$ cat config.mk
export PLATFORM = sky130hd
export DESIGN_NAME = alu_status_unit
export DESIGN_NICKNAME = d
export VERILOG_FILES = /design/src/rtl/alu_status_pkg.sv /design/src/rtl/alu_arith.sv /design/src/rtl/alu_logic.sv /design/src/rtl/alu_flag_eval.sv /design/src/rtl/alu_flag_reg.sv /design/src/rtl/alu_status_unit.sv
export SDC_FILE = /design/constraint.sdc
export NUM_CORES = 1
export LEC_CHECK = 0
export BUFFER_PORTS_ARGS = -buffer_cell sky130_fd_sc_hd__buf_2
export CAP_MARGIN = 0
export CORE_MARGIN = 5
export CORE_UTILIZATION = 40
export CTS_BUF_LIST = sky130_fd_sc_hd__clkbuf_4
export DETAILED_ROUTE_END_ITERATION = 10
export PLACE_DENSITY = 0.62
export SLEW_MARGIN = 0
export SYNTH_ARGS = -nofsm -noshare
export SYNTH_HDL_FRONTEND = slang
export SYNTH_SLANG_ARGS = --single-unit
$ cat constraint.sdc
create_clock -name clk -period 3.91 [get_ports clk]
set_input_delay 0.391 -clock clk [delete_from_list [all_inputs] [get_ports clk]]
set_output_delay 0.391 -clock clk [all_outputs]
set_load 0.005 [all_outputs]
$ cat src/rtl/alu_status_pkg.sv
package alu_status_pkg;
  typedef enum logic [2:0] {
    OP_ADD = 3'd0,
    OP_SUB = 3'd1,
    OP_AND = 3'd2,
    OP_OR  = 3'd3,
    OP_XOR = 3'd4
  } alu_op_e;

  typedef struct packed {
    logic c;
    logic p;
    logic z;
    logic s;
    logic v;
  } flag_t;
endpackage

$ cat src/rtl/alu_arith.sv
module alu_arith #(
  parameter int DATA_W = 16,
  parameter int BYTE_W = 8
) (
  input  logic [DATA_W-1:0] a_i,
  input  logic [DATA_W-1:0] b_i,
  input  logic              sub_i,
  input  logic              wide_i,
  output logic [DATA_W-1:0] res_o,
  output logic              carry_o,
  output logic              ovf_o
);
  localparam int HI_W = DATA_W - BYTE_W;

  logic [DATA_W-1:0] mask, am, bm;
  logic [DATA_W:0]   ext;
  logic              sa, sb, sr;

  always_comb begin
    mask    = wide_i ? {DATA_W{1'b1}} : {{HI_W{1'b0}}, {BYTE_W{1'b1}}};
    am      = a_i & mask;
    bm      = b_i & mask;
    ext     = sub_i ? ({1'b0, am} - {1'b0, bm}) : ({1'b0, am} + {1'b0, bm});
    res_o   = ext[DATA_W-1:0] & mask;
    carry_o = wide_i ? ext[DATA_W] : ext[BYTE_W];
    sa      = wide_i ? am[DATA_W-1] : am[BYTE_W-1];
    sb      = wide_i ? bm[DATA_W-1] : bm[BYTE_W-1];
    sr      = wide_i ? res_o[DATA_W-1] : res_o[BYTE_W-1];
    ovf_o   = sub_i ? ((sa != sb) && (sr != sa)) : ((sa == sb) && (sr != sa));
  end
endmodule

$ cat src/rtl/alu_logic.sv
module alu_logic #(
  parameter int DATA_W = 16,
  parameter int BYTE_W = 8
) (
  input  logic [DATA_W-1:0] a_i,
  input  logic [DATA_W-1:0] b_i,
  input  logic [2:0]        op_i,
  input  logic              wide_i,
  output logic [DATA_W-1:0] res_o
);
  import alu_status_pkg::*;
  localparam int HI_W = DATA_W - BYTE_W;

  logic [DATA_W-1:0] mask, raw;

  always_comb begin
    mask = wide_i ? {DATA_W{1'b1}} : {{HI_W{1'b0}}, {BYTE_W{1'b1}}};
    case (op_i)
      OP_AND:  raw = a_i & b_i;
      OP_OR:   raw = a_i | b_i;
      OP_XOR:  raw = a_i ^ b_i;
      default: raw = '0;
    endcase
    res_o = raw & mask;
  end
endmodule

$ cat src/rtl/alu_flag_eval.sv
module alu_flag_eval #(
  parameter int DATA_W = 16,
  parameter int BYTE_W = 8
) (
  input  logic [DATA_W-1:0]         res_i,
  input  logic                      wide_i,
  input  logic                      arith_i,
  input  logic                      carry_i,
  input  logic                      ovf_i,
  output alu_status_pkg::flag_t     flags_o
);
  always_comb begin
    flags_o.c = arith_i & carry_i;
    flags_o.v = arith_i & ovf_i;
    flags_o.p = ~^res_i[BYTE_W-1:0];
    flags_o.z = wide_i ? (res_i == '0) : (res_i[BYTE_W-1:0] == '0);
    flags_o.s = wide_i ? res_i[DATA_W-1] : res_i[BYTE_W-1];
  end
endmodule

$ cat src/rtl/alu_flag_reg.sv
module alu_flag_reg (
  input  logic                  clk,
  input  logic                  rst_n,
  input  logic                  we_i,
  input  alu_status_pkg::flag_t d_i,
  output alu_status_pkg::flag_t q_o
);
  always_ff @(posedge clk or negedge rst_n) begin
    if (!rst_n)    q_o <= '0;
    else if (we_i) q_o <= d_i;
  end
endmodule

$ cat src/rtl/alu_status_unit.sv
module alu_status_unit #(
  parameter int DATA_W = 16,
  parameter int BYTE_W = 8
) (
  input  logic              clk,
  input  logic              rst_n,
  input  logic [DATA_W-1:0] opa_i,
  input  logic [DATA_W-1:0] opb_i,
  input  logic [2:0]        op_i,
  input  logic              wide_i,
  input  logic              flag_we_i,
  output logic [DATA_W-1:0] result_o,
  output logic              carry_o,
  output logic              parity_o,
  output logic              zero_o,
  output logic              sign_o,
  output logic              overflow_o
);
  import alu_status_pkg::*;

  logic [DATA_W-1:0] arith_res, logic_res;
  logic              arith_c, arith_v, is_arith, is_sub;
  flag_t             next_flags, cur_flags;

  assign is_sub   = (op_i == OP_SUB);
  assign is_arith = (op_i == OP_ADD) || is_sub;

  alu_arith #(.DATA_W(DATA_W), .BYTE_W(BYTE_W)) u_arith (
    .a_i(opa_i), .b_i(opb_i), .sub_i(is_sub), .wide_i(wide_i),
    .res_o(arith_res), .carry_o(arith_c), .ovf_o(arith_v)
  );

  alu_logic #(.DATA_W(DATA_W), .BYTE_W(BYTE_W)) u_logic (
    .a_i(opa_i), .b_i(opb_i), .op_i(op_i), .wide_i(wide_i), .res_o(logic_res)
  );

  assign result_o = is_arith ? arith_res : logic_res;

  alu_flag_eval #(.DATA_W(DATA_W), .BYTE_W(BYTE_W)) u_eval (
    .res_i(result_o), .wide_i(wide_i), .arith_i(is_arith),
    .carry_i(arith_c), .ovf_i(arith_v), .flags_o(next_flags)
  );

  alu_flag_reg u_freg (
    .clk(clk), .rst_n(rst_n), .we_i(flag_we_i), .d_i(next_flags), .q_o(cur_flags)
  );

  assign carry_o    = cur_flags.c;
  assign parity_o   = cur_flags.p;
  assign zero_o     = cur_flags.z;
  assign sign_o     = cur_flags.s;
  assign overflow_o = cur_flags.v;
endmodule

==> flow_summary_export.csv, run 1 <==
group,metric,value,unit
global_routing,grt_antenna_before_repair,0,
yosys,yosys.cell_count.top_type,"ha_1",
detailed_routing,drc,0,
yosys,synth-seq-area-share,0.0443,
detailed_routing,first_pass_iters,7,
clocking,cts_root_buf,"clkbuf_4",
timing,relSlewSlack,0.667,
yosys,ys_top_cells_by_area,"ha_1 (24%), a21oi_1 (6.4%), inv_1 (6.1%)",
pwr,internal_power,357,uW
yosys,synth_edf_count,0,
clocking,cts_buffer_depth,2,
die,die_area,8830,um2
critical_path,worstSetupEndpointType,"output port",
pwr,p_leak,1.87,nW
clocking,clkTransAtPathRegs,0.05,ns
clocking,postCtsSetupRepairBufs,0,
placement,dp_slack,-0.0811,ns
pwr,power-per-cell-area,189,nW/um2
global_routing,grt_pass1_vias,3109,
critical_path,cp-start-kind,"primary input",
placement,dpl.hpwl,7440,um
clocking,insertion_delay,0.25,ns
pwr,pwr-share-comb,0.811,
pwr,p_switching,316,uW
timing,tns,0,ns
global_routing,grt_use_met1,0.275,
global_routing,met2_usage,0.352,
final_layout,drive_above_1_share,0.280,
global_routing,grt_pass1_wl,14800,um
pwr,power.share.switching,0.470,
timing,hold_viol_final,0,
critical_path,required,3.52,ns
pwr,seq_power_share,0.097,
final_layout,n_antenna_cell,0,
yosys,synthCells,398,
placement,dp_cells,584,
clocking,cts_sinks,5,
critical_path,arrival,3.35,ns
clocking,numCtsBuffers,3,
detailed_routing,wl,9070,um
timing,drv_slew,0,
yosys,synthArstFlopShare,1.00,
critical_path,path_class,"in2out",
timing,finalCritPeriodShare,0.957,
detailed_routing,vias,3264,
clocking,htreeDepth,1,
timing,worst_pin_slew,0.498,ns
die,rows,30,
placement,port_buffers,59,
yosys,syn_area_per_cell,7.09,um2
detailed_routing,wl_per_cell,15.4,um
critical_path,critical_path.max_fanout,5,
detailed_routing,vias_per_cell,5.54,
final_layout,final_util,0.521,
global_routing,grt_use_met3,0.0216,
final_layout,finalNonFillerCells,589,
placement,gp_congestion,0.890,
global_routing,overflow,0,
critical_path,rrSetupSlack,3.10,ns
flow_run,maxCapViolCount,0,
timing,setup_viol,0,
detailed_routing,drt_iter0_markers,193,
final_layout,regMostFlops,"u_freg.q_o",
pwr,p_total,673,uW
die,initial_core_util,0.413,
die,die_w,94.0,um
timing,fmax,267,MHz
timing,post-route-min-period,3.74,ns
global_routing,grt_use_total,0.204,
yosys,synth_common_cells,"ha_1 (53), inv_1 (46), nor2_1 (41), a21oi_1 (36), nand2_1 (25)",
yosys,synth_cell_types,63,
yosys,syn_area,2820,um2
global_routing,busiest_layer,"met2",
yosys,synth-main-ff-cell,"dfrtp_1",
timing,clock_skew,0,ns
yosys,ys_warn_count,0,
detailed_routing,antenna_left,0,
pwr,p_clk_frac,0.092,
outcome,status,"finished clean",
global_routing,grt_max_degree,30,
die,die_height,94.0,um
yosys,synth_top_area_frac,0.235,
final_layout,largest_reg_flops,5,
timing,fin_hold_ws,0.455,ns
final_layout,reg_top3,"u_freg.q_o: 5 flops",
placement,postPlaceCellArea,3480,um2
die,io_pins,60,
clocking,cts_tree,"built",
pwr,peakVddDrop,0.0998,mV
yosys,yosys.area.top_type,"ha_1",
final_layout,fin_area,3560,um2
yosys,synth_fp_nets,491,
yosys,synth_seq_cells,5,
final_layout,synthToLayoutAreaGrowth,26.0,%
timing,setup_ws,0.170,ns
worst_hold_path,min_path_type,"in2reg",
die,core,6830,um2
final_layout,final_nets,587,
==> timing repair <==
| item | CTS | global route |
|---|---|---|
| hold buffers | 1 | 0 |
| hold endpoints to repair | 5 | 0 |
| endpoints found under the setup margin | 0 | 3 |
| resized for setup | 0 | 10 |
==> logic make-up (layout without fill, tap and decap cells) <==
logic type / count (synthesis) / in the layout / synth area share
adder cells (fa/ha/maj): 54 / 54 / 0.242
XOR/XNOR: 23 / 23 / 0.0714
buffers and inverters: 64 / 159 / 0.113
AO/OA/AOI/OAI: 121 / 121 / 0.295
multiplexers: 7 / 7 / 0.0253
AND/OR/NAND/NOR: 124 / 124 / 0.209
flip-flops: 5 / 5 / 0.0443
==> power groups by stage <==
stage               combinational (mW)  clock (mW)  sequential, mW
finish                           0.546      0.0619          0.0650
global route                     0.607      0.0711          0.0663
CTS                              0.539      0.0647          0.0651
detailed placement               0.534           0          0.0660
global placement                 0.529           0          0.0656
floorplan                        0.340           0          0.0671
==> worst paths after layout <==
path                                  to  cells after the start           from
hold / removal             u_freg.q_o[1]                      2      flag_we_i
max in group asynchronous  u_freg.q_o[2]                      2          rst_n
setup reg to reg           u_freg.q_o[2]                      2  u_freg.q_o[2]
min in group asynchronous  u_freg.q_o[4]                      2          rst_n
hold reg to reg            u_freg.q_o[3]                      1  u_freg.q_o[3]
setup / recovery            result_o[15]                     14       opb_i[2]
==> per-layer routing <==
layer  share of wire  routed length (um)
met4           0.018                 165
met3           0.064                 581
met2            0.47                4290
met5               0                   0
met1            0.44                4020
==> layout by cell type, fill, tap and decap left out, types with 7 or more instances in the layout <==
| master | netlist | layout |
|---|---|---|
| buf_4 | 0 | 48 |
| a211oi_1 | 10 | 10 |
| nand2_1 | 25 | 24 |
| xnor2_1 | 15 | 14 |
| xor2_1 | 8 | 8 |
| buf_2 | 0 | 59 |
| inv_1 | 46 | 46 |
| o21ai_0 | 17 | 16 |
| a31oi_1 | 7 | 7 |
| a21oi_1 | 36 | 33 |
| ha_1 | 53 | 53 |
| nand3_1 | 11 | 11 |
| a21o_1 | 8 | 8 |
| nor3_1 | 13 | 12 |
| nor2_1 | 41 | 40 |
==> final cells by class <==
class,count,area [um2]
well taps,96,120
clock buffers,3,22.5
clock inverters,1,5.00
multi-input cells,329,2440
fillers,736,3280
flip-flops and latches,5,125
inverters,47,176
repair buffers,108,666
==> worst max-delay path: stages <==
cell and delay [ns]:
buf_2 0.10, nor2_1 0.23, nand4_1 0.26, o41ai_2 0.34, nand2_1 0.09, o311ai_0 0.11, ha_1 0.31, buf_4 0.16
a221oi_4 0.35, o21ai_0 0.13, a221o_1 0.40, mux2i_1 0.15, a21oi_2 0.18, buf_2 0.14
(Power assumes the default switching activity.)
==> inputs of run 2 (changes only) <==
- PLACE_DENSITY: 0.62 -> 0.61
- SYNTH_HIERARCHICAL: not set -> 1
==> run 2 against run 1 <==
  * Design area grew 9.0%
  * Clock skew did not move
  * Non-clock buffer count is 10 higher
  * Largest cell class unchanged
==> flow_summary_export.csv, run 2 <==
group,metric,value,unit
final_layout,reg_top3,"u_freg/q_o: 5 flops",
die,die_height,95.5,um
final_layout,drive_above_1_share,0.356,
critical_path,r2r_end,"u_freg/q_o[2]",
yosys,synthAdderAreaFrac,0.233,
pwr,p_leak,2.02,nW
yosys,synth_fp_nets,489,
timing,hold_viol_final,0,
detailed_routing,first_pass_iters,4,
critical_path,critical_path.max_fanout,5,
yosys,synthCells,396,
yosys,synth-seq-area-share,0.0428,
outcome,status,"finished clean",
critical_path,required,3.52,ns
placement,port_buffers,59,
global_routing,grt_antenna_before_repair,0,
placement,gp_congestion,0.904,
yosys,synth_common_cells,"ha_1 (53), inv_1 (53), nor2_1 (43), a21oi_1 (41), nand2_1 (17)",
timing,post-route-min-period,3.88,ns
critical_path,path_class,"in2out",
clocking,htreeDepth,1,
detailed_routing,wl,8900,um
clocking,cts_tree,"built",
clocking,clkTransAtPathRegs,0.05,ns
timing,rsz0062_at_grt,"true",
critical_path,path_buf_inv,3,
yosys,synthArstFlopShare,1.00,
final_layout,nFillCells,725,
yosys,synth-main-ff-cell,"dfrtp_1",
critical_path,slowest_stage,"or4_4",
worst_hold_path,min_path_type,"in2async",
yosys,synth_seq_cells,5,
pwr,power-per-cell-area,185,nW/um2
die,core,7180,um2
global_routing,grt_pass1_wl,14300,um
critical_path,worstSetupEndpointType,"output port",
yosys,synthMuxAreaShare,0.112,
clocking,cts_buffer_depth,2,
placement,dp_cells,587,
clocking,cts_root_buf,"clkbuf_4",
yosys,synth_top_family_by_area,"adder cells",
final_layout,finalNonFillerCells,602,
die,die_area,9130,um2
final_layout,most-common-layout-cells,"buf_4 (58), buf_2 (56), inv_1 (53)",
critical_path,arrival,3.49,ns
detailed_routing,antenna_left,0,
die,io_pins,60,
final_layout,final_nets,597,
die,rows,31,
critical_path,cp-start-kind,"primary input",
detailed_routing,drt_iter0_markers,155,
clocking,numCtsBuffers,3,
critical_path,path_cells,"buf_6 -> or4_4 -> nor3_4 -> buf_4 -> nor2b_4 -> nor2_2 -> xor2_1 -> ha_1 -> and2_4 -> nand4_1 -> or3_4 -> and3_4 -> and2_4 -> mux2_4 -> buf_6",
final_layout,synthToLayoutAreaGrowth,32.4,%
final_layout,multi_input_area,2640,um2
yosys,syn_area_per_cell,7.39,um2
detailed_routing,vias,3192,
timing,finalCritPeriodShare,0.993,
yosys,synth_top_area_frac,0.227,
clocking,cts_sinks,5,
final_layout,regArea,125,um2
yosys,ys_warn_count,6,
die,die_w,95.5,um
yosys,synth_edf_count,0,
yosys,ys_top_cells_by_area,"ha_1 (23%), a21oi_1 (7.0%), inv_1 (6.8%)",
yosys,synthXorXnorAreaFrac,0.0748,
critical_path,rrSetupSlack,3.16,ns
detailed_routing,drc,0,
final_layout,regMostFlops,"u_freg/q_o",
timing,setup_viol,0,
timing,relSlewSlack,0.498,
critical_path,path_delay_family,"simple AND/OR/NAND/NOR gates",
yosys,syn_area,2930,um2
final_layout,final_common_cell,"buf_4",
critical_path,slowest_delay,0.58,ns
timing,fmax,258,MHz
timing,drv_slew,0,
critical_path,rr_worst_depth,1,
global_routing,grt_pass1_vias,3126,
timing,fin_hold_ws,0.489,ns
final_layout,fin_area,3880,um2
pwr,peakVddDrop,0.161,mV
die,initial_core_util,0.408,
placement,dpl.hpwl,7230,um
final_layout,largest_reg_flops,5,
global_routing,overflow,0,
critical_path,r2r-start,"u_freg/q_o[2]",
detailed_routing,vias_per_cell,5.30,
yosys,synth_compound_area_frac,0.230,
timing,worst_pin_slew,0.752,ns
yosys,synth_cell_types,54,
timing,clock_skew,0,ns
flow_run,maxCapViolCount,0,
global_routing,grt_max_degree,32,
final_layout,n_antenna_cell,0,
yosys,yosys.area.top_type,"ha_1",
clocking,insertion_delay,0.24,ns
yosys,synthSimpleGateAreaFrac,0.209,
global_routing,grt_use_total,0.192,
detailed_routing,wl_per_cell,14.8,um
placement,postPlaceCellArea,3620,um2
[run 2: kinds of logic after synthesis]
group                      count (synthesis)
and+or+nand+nor                          115
DFF                                        5
muxes                                     27
buffers and inverters                     69
adders and majority gates                 54
AOI/OAI and AO/OA                        101
xor gates and xnor gates                  25
[run 2: worst max-delay path by stage]
stage / from / end / depth (start not counted) / slack (ns)
floorplan: opb_i[5] / u_freg/q_o[2] / 17 / 0.05
global placement: opb_i[5] / u_freg/q_o[2] / 18 / -0.16
detailed placement: opb_i[5] / u_freg/q_o[2] / 18 / -0.17
CTS: opb_i[3] / result_o[15] / 15 / -0.01
global route: opb_i[5] / result_o[15] / 15 / -0.07
finish: opb_i[5] / result_o[15] / 15 / 0.03
[run 2: timing repair]
action                                 4_1_cts  5_1_grt
pin swaps                                   12       17
setup buffers                                8        3
endpoints found under the hold margin        5        0
setup endpoints to repair                    2        8
hold buffers                                 1        0
gates resized for setup                     12       18
[run 2: through the flow]
step | power, mW | setup WS (ns) | TNS [ns] | utilization
finish | 0.719 | 0.0273 | 0 | 0.540
global route | 0.791 | -0.0735 | -0.139 | 0.540
CTS | 0.703 | -0.0102 | -0.0102 | 0.524
detailed placement | 0.616 | -0.168 | -0.562 | 0.504
global placement | 0.609 | -0.160 | -0.472 | 0.504
floorplan | 0.414 | 0.0495 | 0 | -
[run 2: routing by layer]
metal / up-vias / wire length [um] / track usage
met2: 93 / 4530 / 0.355
met5: - / 0 / 0
met3: 9 / 424 / 0.0197
li1: 1590 / - / -
met4: 0 / 85 / 0.0225
met1: 1500 / 3860 / 0.244
[run 2: area by class of cell]
| class | instances | share of cell area |
|---|---|---|
| flip-flops and latches | 5 | 0.0323 |
| clock buffers | 4 | 0.00775 |
| multi-input cells | 322 | 0.680 |
| repair buffers | 118 | 0.196 |
| inverters | 54 | 0.0523 |
| well taps | 99 | 0.0320 |
[run 2: where the power goes]
part	leakage [nW]	internal [mW]	switching [mW]	total, mW
clock network	0.0184	0.0455	0.0206	0.0660
registers	0.0660	0.0622	0.00472	0.0669
logic	1.94	0.290	0.295	0.586
